===== src/rtl/flash_raf_seq.sv =====
module flash_raf_seq #(
  parameter int DEPTH = 4,
  parameter int AW    = 4,
  parameter int CW    = 16
) (
  input  logic          clk,
  input  logic          rst_n,
  input  logic          bus_wr,
  input  logic          bus_rd,
  input  logic [AW-1:0] bus_addr,
  input  logic [31:0]   bus_wdata,
  output logic [31:0]   bus_rdata,
  output logic          sck,
  output logic          cs_n,
  output logic [3:0]    io_out,
  output logic [3:0]    io_oe,
  input  logic [3:0]    io_in
);
  localparam int PW = $clog2(DEPTH);
  localparam logic [AW-1:0] A_LANE = 0, A_PHASE = 1, A_OP = 2, A_UP = 3, A_START = 4,
                            A_COUNT = 5, A_CTRL = 6, A_STAT = 7, A_DATA = 8,
                            A_WC = 9, A_CUR = 10, A_COMMIT = 11;

  typedef enum logic [2:0] {S_IDLE, S_CMD, S_ADDR, S_DUM, S_DATA} state_t;
  state_t state;

  logic [1:0]  sh_lc, sh_la, sh_ld, act_lc, act_la, act_ld;
  logic [7:0]  sh_dummy, act_dummy, sh_op, act_op, sh_up, act_up;
  logic        sh_a4, act_a4;
  logic [23:0] start_lo, cur;
  logic [CW-1:0] req_count, wdone, wtotal;

  logic        ph;
  logic [7:0]  beats;
  logic [31:0] sr, raw;

  logic [31:0]   mem [DEPTH];
  logic [PW-1:0] wp, rp;
  logic [PW:0]   cnt;

  wire [1:0] lc = (act_lc == 2'd3) ? 2'd2 : act_lc;
  wire [1:0] la = (act_la == 2'd3) ? 2'd2 : act_la;
  wire [1:0] ld = (act_ld == 2'd3) ? 2'd2 : act_ld;
  wire [1:0] lw_cur = (state == S_CMD) ? lc : (state == S_ADDR) ? la : ld;
  wire [7:0] dbeats = 8'd32 >> ld;
  wire [7:0] dumb   = act_dummy >> ld;
  wire       busy   = (state != S_IDLE);
  wire       empty  = (cnt == '0);
  wire       full   = (cnt == (PW+1)'(DEPTH));
  wire       stall  = (state == S_DATA) && !ph && (beats == dbeats) && full;
  wire       push   = (state == S_DATA) && ph && (beats == 8'd1);
  wire       pop    = bus_rd && (bus_addr == A_DATA) && !empty;
  wire       start_req = bus_wr && (bus_addr == A_CTRL) && bus_wdata[0];
  wire       last_word = (CW'(wdone + CW'(1)) == wtotal) || (&cur[23:2]);
  wire [31:0] word  = {raw[7:0], raw[15:8], raw[23:16], raw[31:24]};
  wire [3:0]  samp  = (ld == 2'd0) ? {3'b0, io_in[1]} :
                      (ld == 2'd1) ? {2'b0, io_in[1:0]} : io_in;
  wire        drive = (state == S_CMD) || (state == S_ADDR);

  assign io_oe  = !drive ? 4'b0000 : (lw_cur == 2'd0) ? 4'b0001 :
                  (lw_cur == 2'd1) ? 4'b0011 : 4'b1111;
  assign io_out = !drive ? 4'b0000 : (lw_cur == 2'd0) ? {3'b0, sr[31]} :
                  (lw_cur == 2'd1) ? {2'b0, sr[31:30]} : sr[31:28];

  always_ff @(posedge clk or negedge rst_n)
    if (!rst_n) begin
      {sh_lc, sh_la, sh_ld, act_lc, act_la, act_ld} <= '0;
      {sh_dummy, act_dummy, sh_op, act_op, sh_up, act_up} <= '0;
      {sh_a4, act_a4} <= '0;
      start_lo <= '0;
      req_count <= '0;
    end else if (bus_wr) begin
      case (bus_addr)
        A_LANE:  begin sh_ld <= bus_wdata[1:0]; sh_la <= bus_wdata[17:16]; sh_lc <= bus_wdata[25:24]; end
        A_PHASE: begin sh_dummy <= bus_wdata[7:0]; sh_a4 <= bus_wdata[16]; end
        A_OP:    sh_op <= bus_wdata[7:0];
        A_UP:    sh_up <= bus_wdata[31:24];
        A_START: start_lo <= bus_wdata[23:0];
        A_COUNT: req_count <= bus_wdata[CW-1:0];
        A_COMMIT: if (bus_wdata[0] && !busy) begin
          {act_lc, act_la, act_ld} <= {sh_lc, sh_la, sh_ld};
          {act_dummy, act_op, act_up, act_a4} <= {sh_dummy, sh_op, sh_up, sh_a4};
        end
        default: ;
      endcase
    end

  always_ff @(posedge clk or negedge rst_n)
    if (!rst_n) begin
      state <= S_IDLE; cs_n <= 1'b1; sck <= 1'b0; ph <= 1'b0;
      beats <= '0; sr <= '0; raw <= '0; wdone <= '0; wtotal <= '0; cur <= '0;
    end else if (state == S_IDLE) begin
      if (start_req && req_count != '0) begin
        state <= S_CMD; cs_n <= 1'b0; ph <= 1'b0; sck <= 1'b0;
        beats <= 8'd8 >> lc; sr <= {act_op, 24'h0};
        wdone <= '0; wtotal <= req_count; cur <= start_lo;
      end
    end else if (!stall) begin
      if (!ph) begin
        sck <= 1'b1; ph <= 1'b1;
        if (state == S_DATA) raw <= (raw << (6'd1 << ld)) | {28'h0, samp};
      end else begin
        sck <= 1'b0; ph <= 1'b0;
        if (beats != 8'd1) begin
          beats <= beats - 8'd1;
          sr <= sr << (6'd1 << lw_cur);
        end else begin
          case (state)
            S_CMD: begin
              state <= S_ADDR;
              beats <= (act_a4 ? 8'd32 : 8'd24) >> la;
              sr <= act_a4 ? {act_up, cur} : {cur, 8'h0};
            end
            S_ADDR: begin
              state <= (dumb != 8'd0) ? S_DUM : S_DATA;
              beats <= (dumb != 8'd0) ? dumb : dbeats;
            end
            S_DUM: begin state <= S_DATA; beats <= dbeats; end
            default: begin
              wdone <= CW'(wdone + CW'(1));
              cur <= cur + 24'd4;
              beats <= dbeats;
              if (last_word) begin state <= S_IDLE; cs_n <= 1'b1; end
            end
          endcase
        end
      end
    end

  always_ff @(posedge clk) if (push) mem[wp] <= word;

  always_ff @(posedge clk or negedge rst_n)
    if (!rst_n) begin
      wp <= '0; rp <= '0; cnt <= '0;
    end else begin
      if (push) wp <= wp + PW'(1);
      if (pop)  rp <= rp + PW'(1);
      cnt <= cnt + {{PW{1'b0}}, push} - {{PW{1'b0}}, pop};
    end

  always_comb
    case (bus_addr)
      A_LANE:  bus_rdata = {6'b0, sh_lc, 6'b0, sh_la, 14'b0, sh_ld};
      A_PHASE: bus_rdata = {15'b0, sh_a4, 8'b0, sh_dummy};
      A_OP:    bus_rdata = {24'b0, sh_op};
      A_UP:    bus_rdata = {sh_up, 24'b0};
      A_START: bus_rdata = {8'b0, start_lo};
      A_COUNT: bus_rdata = {{(32-CW){1'b0}}, req_count};
      A_STAT:  bus_rdata = {30'b0, empty, busy};
      A_DATA:  bus_rdata = empty ? 32'h0 : mem[rp];
      A_WC:    bus_rdata = {{(32-CW){1'b0}}, wdone};
      A_CUR:   bus_rdata = {act_a4 ? act_up : 8'h00, cur};
      default: bus_rdata = 32'h0;
    endcase

  p_cs_idle_r10: assert property (@(posedge clk) disable iff (!rst_n)
    (state == S_IDLE) |-> cs_n);
  p_sck_park_r1: assert property (@(posedge clk) disable iff (!rst_n)
    cs_n |-> !sck);
  p_no_overflow_r9: assert property (@(posedge clk) disable iff (!rst_n)
    push |-> (cnt < (PW+1)'(DEPTH)));
  p_stall_hold_r9: assert property (@(posedge clk) disable iff (!rst_n)
    stall |=> (!sck && !cs_n && $stable(wdone)));
  p_count_bound_r6: assert property (@(posedge clk) disable iff (!rst_n)
    busy |-> (wdone < wtotal));
  p_pop_empty_r7: assert property (@(posedge clk) disable iff (!rst_n)
    (empty && !push) |=> empty);
endmodule


===== config.mk =====
export PLATFORM = sky130hd
export DESIGN_NAME = flash_raf_seq
export DESIGN_NICKNAME = d
export VERILOG_FILES = /design/src/rtl/flash_raf_seq.sv
export SDC_FILE = /design/constraint.sdc
export NUM_CORES = 1
export LEC_CHECK = 0
export BUFFER_PORTS_ARGS = -buffer_cell sky130_fd_sc_hd__buf_2
export CORE_ASPECT_RATIO = 0.8
export CORE_UTILIZATION = 23
export DETAILED_ROUTE_END_ITERATION = 8
export HOLD_SLACK_MARGIN = 0.1
export PLACE_DENSITY = 0.47
export SYNTH_ARGS = -nofsm -noshare
export SYNTH_HDL_FRONTEND = slang
export SYNTH_SLANG_ARGS = --single-unit

===== constraint.sdc =====
create_clock -name clk -period 2.9 [get_ports clk]
set_input_delay 0.435 -clock clk [delete_from_list [all_inputs] [get_ports clk]]
set_output_delay 0.435 -clock clk [all_outputs]
set_load 0.02 [all_outputs]

Yosys cells after proc, flatten, opt, wreduce, memory -nomap -nowiden
Memories as Yosys holds them, arrays and structs flattened.
Index checks and enable logic that the tools add are counted.
{ "op_classes": {"n_addsub": 7, "n_mul": 0, "div": 0, "n_lt_le_gt_ge": 0, "eq_ne": 29, "n_shift": 8, "muxes": 63, "bitwise_logic": 4, "n_reduce_logical": 45} }
{ "op_table": {"columns": ["operator", "n"], "rows": [
  ["$pmux W32 S10", 1],
  ["$mux W32", 8],
  ["$mux W24", 6],
  ["$mux W16", 6],
  ["$shl A32 B6 Y32", 2],
  ["$mux W8", 7],
  ["$mux W4", 8],
  ["$or A32 B4 Y32", 1],
  ["$add A24 B3 Y24 const B", 1],
  ["$reduce_and A22 Y1", 1],
  ["$mux W3", 7],
  ["$add A16 B1 Y16 const B", 1],
  ["$eq A16 B16 Y1", 1],
  ["$eq A4 B3 Y1 const B", 4],
  ["$eq A4 B4 Y1 const B", 4],
  ["$pmux W8 S2", 1],
  ["$reduce_and A2 Y1", 8],
  ["$reduce_bool A16 Y1", 1],
  ["$mux W1", 12],
  ["$shl A1 B2 Y6 const A", 2],
  ["$logic_and A1 B1 Y1", 11],
  ["$mux W2", 5],
  ["$reduce_and A5 Y1", 2],
  ["$pmux W3 S3", 1],
  ["other kinds (35)", 55]
]} }
{ "totals": {"ff_bits": 242, "latch_bits": 0, "mem_bits_rw": 128, "romBits": 0, "in_bits": 44, "output_inout_bits": 42, "word_cells": 185, "mem_count": 1} }
{ "memory_table": {"columns": ["memory", "depth", "word_bits", "read_ports", "rd_clocked_by_memory_dff", "wr", "line", "source"], "rows": [
  ["mem", 4, 32, 1, 0, 1, "37", "logic [31:0] mem [DEPTH];"]
]} }

Longest topological paths before layout
Gate-level depths: netlist (run 1).
{ "logic_depth": {"word_depth": 10, "depth_mapped": 13} }

Least setup slack after synthesis (run 1)
No wires, ideal clock.
{ "synth_timing": {"path_type": "register -> register", "startpoint": "reg beats[3]", "endpoint": "reg cnt[2]", "setup_time_ns": 0.123, "arrival_ns": 2.872, "t_required_ns": 2.777, "path_slack_ns": -0.094, "stages_incl_launch_ff": 14, "n_path_buf": 1, "path_cell_list": "dfrtp_1 -> clkbuf_1 -> or2_2 -> nor4_1 -> nand3b_1 -> nor4_4 -> inv_1 -> ha_1 -> inv_1 -> ha_1 -> inv_1 -> fa_1 -> xnor2_1 -> xnor2_1"} }
{ "synth_between": {"elab_chain_cells": 4} }
{ "synth_lines": {"columns": ["item", "line", "source"], "rows": [
  ["from (decl)", "34", "logic [7:0] beats;"],
  ["from (signal assigned)", "95", "beats <= 8'd8 >> lc; sr <= {act_op, 24'h0};"],
  ["from (signal assigned)", "105", "beats <= beats - 8'd1;"],
  ["from (signal assigned)", "111", "beats <= (act_a4 ? 8'd32 : 8'd24) >> la;"],
  ["$eq A8 B1 Y1", "51", "wire push = (state == S_DATA) && ph && (beats == 8'd1);"],
  ["$logic_and A1 B1 Y1", "51", null],
  ["$add A3 B1 Y3", "138", "cnt <= cnt + {{PW{1'b0}}, push} - {{PW{1'b0}}, pop};"],
  ["$sub A3 B1 Y3", "138", null],
  ["to (signal assigned)", "138", null],
  ["to (decl)", "39", "logic [PW:0] cnt;"]
]} }
Every way passes these cells.
A chain may end at the register's enable or synchronous reset.

Final worst setup path (run 1)
{ "layout_timing": {"startpoint": "reg rp[0]", "endpoint": "out bus_rdata[23]"} }
{ "layout_between": {"elab_chain_cells": 3} }
{ "layout_lines": {"columns": ["item", "line", "source"], "rows": [
  ["from (decl)", "38", "logic [PW-1:0] wp, rp;"],
  ["from (signal assigned)", "137", "if (pop) rp <= rp + PW'(1);"],
  ["$mem_v2 Z4 W32", null, null],
  ["$mux W32", "150", "A_DATA: bus_rdata = empty ? 32'h0 : mem[rp];"],
  ["$pmux W32 S10", "142", "case (bus_addr)"],
  ["to (decl)", "12", "output logic [31:0] bus_rdata,"]
]} }
Every way passes these cells.

==> out/metrics.cfg, run 1 <==
[status]
status = complete, but fails checks
violations = setup timing

[cts]
clock-sinks = 370
root_buffer = clkbuf_16
clkLatencyLatePin_ps = 560
clock_path_buffers = 3
cts_buffers = 40
clk_pin_slew_worst_paths_ps = 60
h-tree-depth = 2
cts_tree = done

[floorplan]
rows = 93
core_area_sq_um = 80800
die_h_microns = 258
die_w_microns = 322
ios = 86
die_area_sq_um = 83100
start_util_pct = 23.3

[sta]
post-route-period-util_pct = 105
max_freq_ghz = 0.329
worst_slew_pin_slew_ps = 646
fin_ws_ps = -139
slew_viol_final = 0
worst_clock_skew_ps = 19.2
rsz0062_at_grt = yes
finalHoldViolCount = 0
fin_crit_ps = 3040
slew_headroom_pct = 56.5
setup_viol = 20

[drt]
wl_microns = 64700
wl_per_cell_microns = 22.1
vias_per_cell = 4.96
first_pass_iters = 7
drcViolationCount = 0
ant_nets = 0
drt_iter0_markers = 1409
num_vias = 14481

[global_routing]
grt-ovfl-total = 0
antenna_found_initial = 8
grt_max_degree = 69
grt_pass1_vias = 14110
grtUsageTotal_pct = 15.4
grt_first_pass_wirelength_microns = 95900

[synthesis]
synth_cells = 1659
syn_area_sq_um = 18800
synthesis.nets = 1717
ys_seq_area_share_pct = 52.5
ys_async_sr_fraction_pct = 65.4
syn_avg_cell_area_sq_um = 11.4
ys_ff_latch = 370
synth_ff_type = dfrtp_1
yosysUniqueCellTypes = 90
synth_edf_count = 128
synth_warnings = 0

[setup_path]
worst_path_max_delay_cell = mux4_2
endpoint_kind = primary output
cp.arrival_ps = 2600
setup.worst_path.start = rp[0]$_DFFE_PN0P_
crit_buf_inv = 3
cp_max_fo = 7
r2r_start = beats[3]$_DFFE_PN0P_
start_kind = flop
crit_type = reg2out
path_cells = buf_12 -> mux4_2 -> a222oi_1 -> inv_1 -> buf_4
crit_family = multiplexers
max_stage_delay_ps = 630
cp.required_ps = 2470

[finish]
synthToLayoutAreaGrowth_pct = 22.3
fillCellCount = 8377
regArea_sq_um = 9910
drive_above_1_share_pct = 27.1
final_core_util_pct = 28.5
fin_cells = 2922
multi_input_area_sq_um = 8450
final_nets = 1856

[power_and_ir_drop]
vdd_ir_drop_max_v = 0.000365
power_density_nw_per_um2 = 564
power_mw = 13.0
p_leak_nw = 8.87

[run]
max_cap_violations = 0

[placement]
io_buffers = 85
gp_congestion = 0.868
hpwlAfterDp_microns = 47000
placedCellCount = 2813

[hold_path]
hold_path.class = in2reg
hold_path.startpoint = bus_wdata[22]

==> final timing paths <==
path | endpoint | slack, ps | cells past startpoint
max | bus_rdata[23] | -140 | 5
min | start_lo[22]$_DFFE_PN0P_ | 120 | 2
max reg2reg | cnt[2]$_DFF_PN0_ | 220 | 12
min reg2reg | cur[0]$_DFFE_PN0P_ | 500 | 2
max in group asynchronous | sr[18]$_DFFE_PN0P_ | 1600 | 3
min in group asynchronous | wdone[4]$_DFFE_PN0P_ | 430 | 2
==> report_power, final <==
part | switching [mW] | total, mW | internal, mW
combinational | 0.696 | 1.51 | 0.810
clock | 2.25 | 5.51 | 3.26
sequential | 0.328 | 5.98 | 5.65
total | 3.27 | 13.0 | 9.72
==> repair_timing <==
item	4_1_cts	5_1_grt
hold buffers	7	0
gates cloned	2	0
buffers inserted	9	17
hold endpoints to repair	70	0
setup endpoints to repair	32	28
pin swaps	5	8
resized for setup	16	51
==> metrics by stage <==
stage	hold WS [ps]	TNS, ps	setup WS (ps)	cell area [sq um]
after floorplan	139	0	73.7	18900
after global placement	438	0	132	21100
after detailed placement	453	0	141	21100
after CTS	101	-875	-127	22700
after global routing	103	-4220	-243	23100
final	124	-1450	-139	23100
==> layout make-up <==
cell class,count,area share [%]
flip-flops and latches,370,43.0
multi-input cells,1131,36.7
repair buffers,222,7.76
well taps,1092,5.93
clock buffers,53,4.81
clock inverters,20,1.30
inverters,33,0.537
diodes,1,0.0109
==> registers in the layout, indices dropped and copies added, names as in the netlist, 8 cells and up <==
name       cells
sh_op          8
raw           32
sh_dummy       8
req_count     16
wtotal        16
mem          128
sr            32
beats          8
sh_up          8
act_up         8
cur           24
act_dummy      8
start_lo      24
act_op         8
wdone         16
==> Yosys cell counts (13+ instances only) <==
master	count	share of area, %
a21oi_1	107	2.8
a22o_1	18	0.84
a22oi_1	41	1.6
and2_1	14	0.46
buf_2	43	1.1
clkbuf_1	65	1.3
dfrtp_1	241	32
edfxtp_1	128	20
ha_1	13	0.86
inv_1	33	0.66
mux2_2	123	7.3
mux2i_1	82	4.4
mux4_2	32	3.8
nand2_1	146	2.9
nand2b_1	14	0.46
nand3_1	40	1.1
nor2_1	105	2.1
nor3_1	13	0.35
nor4_1	15	0.50
o21ai_0	119	3.2
xnor2_1	19	0.88
==> metal layers <==
layer / vias to the layer above / part of all wire (%) / global-route usage, %
met3: 75 / 9.9 / 5.79
met2: 472 / 40 / 21.1
li1: 6510 / - / -
met1: 7408 / 48 / 22.6
met5: - / 0.17 / 0
met4: 16 / 1.6 / 2.96
==> cells in the final DEF (no fill, tap or decap), types with 40 or more instances in the layout <==
cell type  Yosys  layout
o21ai_0      119     119
dfrtp_1      241     233
edfxtp_1     128     128
nor2_1       105     103
a22oi_1       41      41
mux2_2       123     123
nand2_1      146     137
a21oi_1      107     106
mux2i_1       82      82
buf_2         43      72
buf_4          5     110
clkbuf_16      0      40
==> kinds of logic after synthesis <==
logic type      after synthesis  synth area share, %
compound gates              419                 14.5
mux                         238                 15.6
xor+xnor                     27                 1.25
fa+ha+maj                    14                0.969
flops                       370                 52.5
simple gates                433                 11.5
buf+inv                     158                 3.62
(Power assumes the default switching activity.)
==> inputs of run 2 (changes only) <==
Settings changed: BUFFER_PORTS_ARGS -buffer_cell sky130_fd_sc_hd__buf_2 to -buffer_cell sky130_fd_sc_hd__clkbuf_2, CELL_PAD_IN_SITES_DETAIL_PLACEMENT from default to 1, CELL_PAD_IN_SITES_GLOBAL_PLACEMENT from default to 2, PLACE_DENSITY 0.47 to 0.6.
==> run 2 against run 1 <==
Effect of this change: the run still ends with setup timing left; critical path depth stayed put; via count is 1.3% higher; sequential cell count stayed put; total power is 1.5% higher; combinational power is 12% higher; first-iteration DRC count is 20% lower; sequential power hardly changed; global-route usage is 1.5 points higher; routed wire length is 8.5% higher; register-to-register slack worse by 80 ps; sequential share of layout area is 0.74 points lower; largest cell class unchanged; largest power group unchanged; highest routed layer unchanged.
==> out/metrics.cfg, run 2 (synthesis results as in run 1) <==
[sta]
worst_clock_skew_ps = 23.4  ; +4.20 ps
slew_headroom_pct = 50.2  ; -6.2 points
max_freq_ghz = 0.333  ; +1.1%
finalHoldViolCount = 0  ; unchanged
slew_viol_final = 0  ; unchanged
rsz0062_at_grt = yes
setup_viol = 9  ; -55%
worst_slew_pin_slew_ps = 744  ; +97.7 ps
fin_ws_ps = -106  ; +33.5 ps
fin_crit_ps = 3010  ; -33.5 ps
post-route-period-util_pct = 104  ; -1.2 points

[floorplan]
die_w_microns = 322  ; unchanged
start_util_pct = 23.3  ; unchanged
ios = 86  ; unchanged
die_area_sq_um = 83100  ; unchanged
core_area_sq_um = 80800  ; unchanged
rows = 93  ; unchanged
die_h_microns = 258  ; unchanged

[drt]
drt_iter0_markers = 1121  ; -20%
wl_microns = 70200  ; +8.5%
wl_per_cell_microns = 23.7  ; +7.2%
first_pass_iters = 5  ; -2
vias_per_cell = 4.96  ; +0.13%
ant_nets = 0  ; unchanged
num_vias = 14673  ; +1.3%
drcViolationCount = 0  ; unchanged

[setup_path]
cp_max_fo = 8  ; +1
r2r_setup_slack_ps = 140  ; -80 ps
crit_family = compound AO/OA/AOI/OAI gates
r2r_start = state[1]$_DFFE_PN0P_
reg2regPathDepth = 10  ; -2
cp.depth = 5  ; unchanged
path_cells = buf_12 -> mux4_2 -> a222oi_1 -> inv_1 -> buf_2
r2r_end = sr[27]$_DFFE_PN0P_
start_kind = flop
endpoint_kind = primary output
worst_path_max_delay_cell = a222oi_1
cp.required_ps = 2470  ; about the same
crit_type = reg2out
setup.worst_path.start = rp[0]$_DFFE_PN0P_
crit_buf_inv = 3  ; unchanged
max_stage_delay_ps = 630  ; about the same
worstSetupEndpoint = bus_rdata[23]
cp.arrival_ps = 2570  ; -30 ps

[finish]
largest_reg_flops = 128  ; unchanged
stdcell_area_sq_um = 23500  ; +1.8%
final_cell_mix = 232 x dfrtp_1, 135 x nand2_1, 130 x buf_4, 128 x edfxtp_1, 123 x mux2_2
final_core_util_pct = 29.1  ; +0.51 points
synthToLayoutAreaGrowth_pct = 24.5
fillCellCount = 8957  ; +6.9%
drive_above_1_share_pct = 28.4  ; +1.3 points
final_common_cell = dfrtp_1
final_nets = 1890  ; +1.8%
diodes = 0  ; -1
fin_cells = 2957  ; +1.2%
reg.largest.list = mem: 128 flops, raw: 32 flops, sr: 32 flops
top_register = mem

[placement]
gp_congestion = 0.849  ; -2.2%
dpl-instance-area_sq_um = 21300  ; +0.89%
placedCellCount = 2832  ; +0.68%
io_buffers = 85  ; unchanged
hpwlAfterDp_microns = 50600  ; +7.5%

[hold_path]
hold_path.class = in2reg
whs_path_depth = 2  ; unchanged

[global_routing]
grt_max_degree = 75  ; +8.7%
grt_pass1_vias = 15356  ; +8.8%
grtUsageTotal_pct = 16.8  ; +1.5 points
antenna_found_initial = 6  ; -2
grt_first_pass_wirelength_microns = 105000  ; +9.5%
grt-ovfl-total = 0  ; unchanged

[power_and_ir_drop]
p_leak_nw = 9.05  ; +2.0%
p_clk_share_pct = 41.8  ; -0.6 points
power_density_nw_per_um2 = 562  ; -0.24%
seq_power_share_pct = 45.4  ; -0.6 points
p_sw_mw = 3.47  ; +6.0%
vdd_ir_drop_max_v = 0.000384  ; +5.3%
p_int_mw = 9.73  ; about the same
pwr-share-comb_pct = 12.8  ; +1.2 points
p_sw_share_pct = 26.3  ; +1.1 points

[cts]
clk_pin_slew_worst_paths_ps = 60  ; about the same
clock-sinks = 370  ; unchanged
h-tree-depth = 2  ; unchanged
clkLatencyLatePin_ps = 590  ; +30 ps
cts_buffers = 42  ; +5.0%
root_buffer = clkbuf_16
cts_tree = done
clock_path_buffers = 3  ; unchanged

[status]
violations = setup timing
status = complete, but fails checks

[run]
max_cap_violations = 0  ; unchanged

-- run 2: cell types whose count changed in the layout (fill, tap and decap cells not counted), moves of 5 or more --
cell,delta
buf_2,-62
buf_4,+20
clkbuf_1,+5
clkbuf_2,+61
dlygate4sd3_1,+9
-- run 2: worst min-delay path by stage --
stage                     slack [ps]                   endpoint               startpoint
final                            140  req_count[12]$_DFFE_PN0P_            bus_wdata[12]
after global routing             120  req_count[12]$_DFFE_PN0P_            bus_wdata[12]
after CTS                        110  req_count[12]$_DFFE_PN0P_            bus_wdata[12]
after detailed placement         470         cur[2]$_DFFE_PN0P_                    rst_n
after global placement           490         cur[0]$_DFFE_PN0P_  start_lo[0]$_DFFE_PN0P_
after floorplan                  140         act_a4$_DFFE_PN0P_                    rst_n
-- run 2: stage by stage --
stage / TNS (ps) / setup WS, ps / total power, mW / hold WS (ps)
3_3_place_gp: -103 / -60.7 / 7.30 / 486
6_report: -467 / -106 / 13.2 / 139
3_5_place_dp: -88.8 / -58.0 / 7.33 / 474
4_1_cts: -1980 / -168 / 13.1 / 111
2_1_floorplan: 0 / 73.7 / 6.68 / 139
5_1_grt: -2010 / -193 / 13.7 / 122
-- run 2: layer usage --
metal	routed length (microns)	vias up	part of all wire, %	global-route usage [%]
li1	-	6572	-	-
met1	34800	7682	50	25.3
met2	31100	332	44	25.5
met3	3150	83	4.5	2.33
met4	1060	4	1.5	3.39
met5	26	-	0.037	0
-- run 2: cell type report --
cell class | count | area (sq um) | share of cell area [%]
Timing Repair Buffer | 254 | 2120 | 9.05
Sequential cell | 370 | 9910 | 42.2
Inverter | 33 | 124 | 0.528
Clock buffer | 57 | 1150 | 4.90
Tap cell | 1092 | 1370 | 5.82
Clock inverter | 20 | 255 | 1.09
Multi-Input combinational cell | 1131 | 8530 | 36.4
-- run 2: power by group through the flow --
stage	registers (mW)	clock network [mW]	logic (mW)
global placement	6.08	0	1.23
CTS	6.00	5.65	1.43
floorplan	5.90	0	0.782
finish	5.99	5.52	1.69
detailed placement	6.09	0	1.24
global route	6.02	5.84	1.82
-- run 2: timing repair --
action	CTS	global route
gates resized for setup	38	69
buffers inserted	17	15
hold buffers	16	0
pin swaps	11	22
endpoints found under the hold margin	91	0
endpoints found under the setup margin	29	71
cloned	1	1
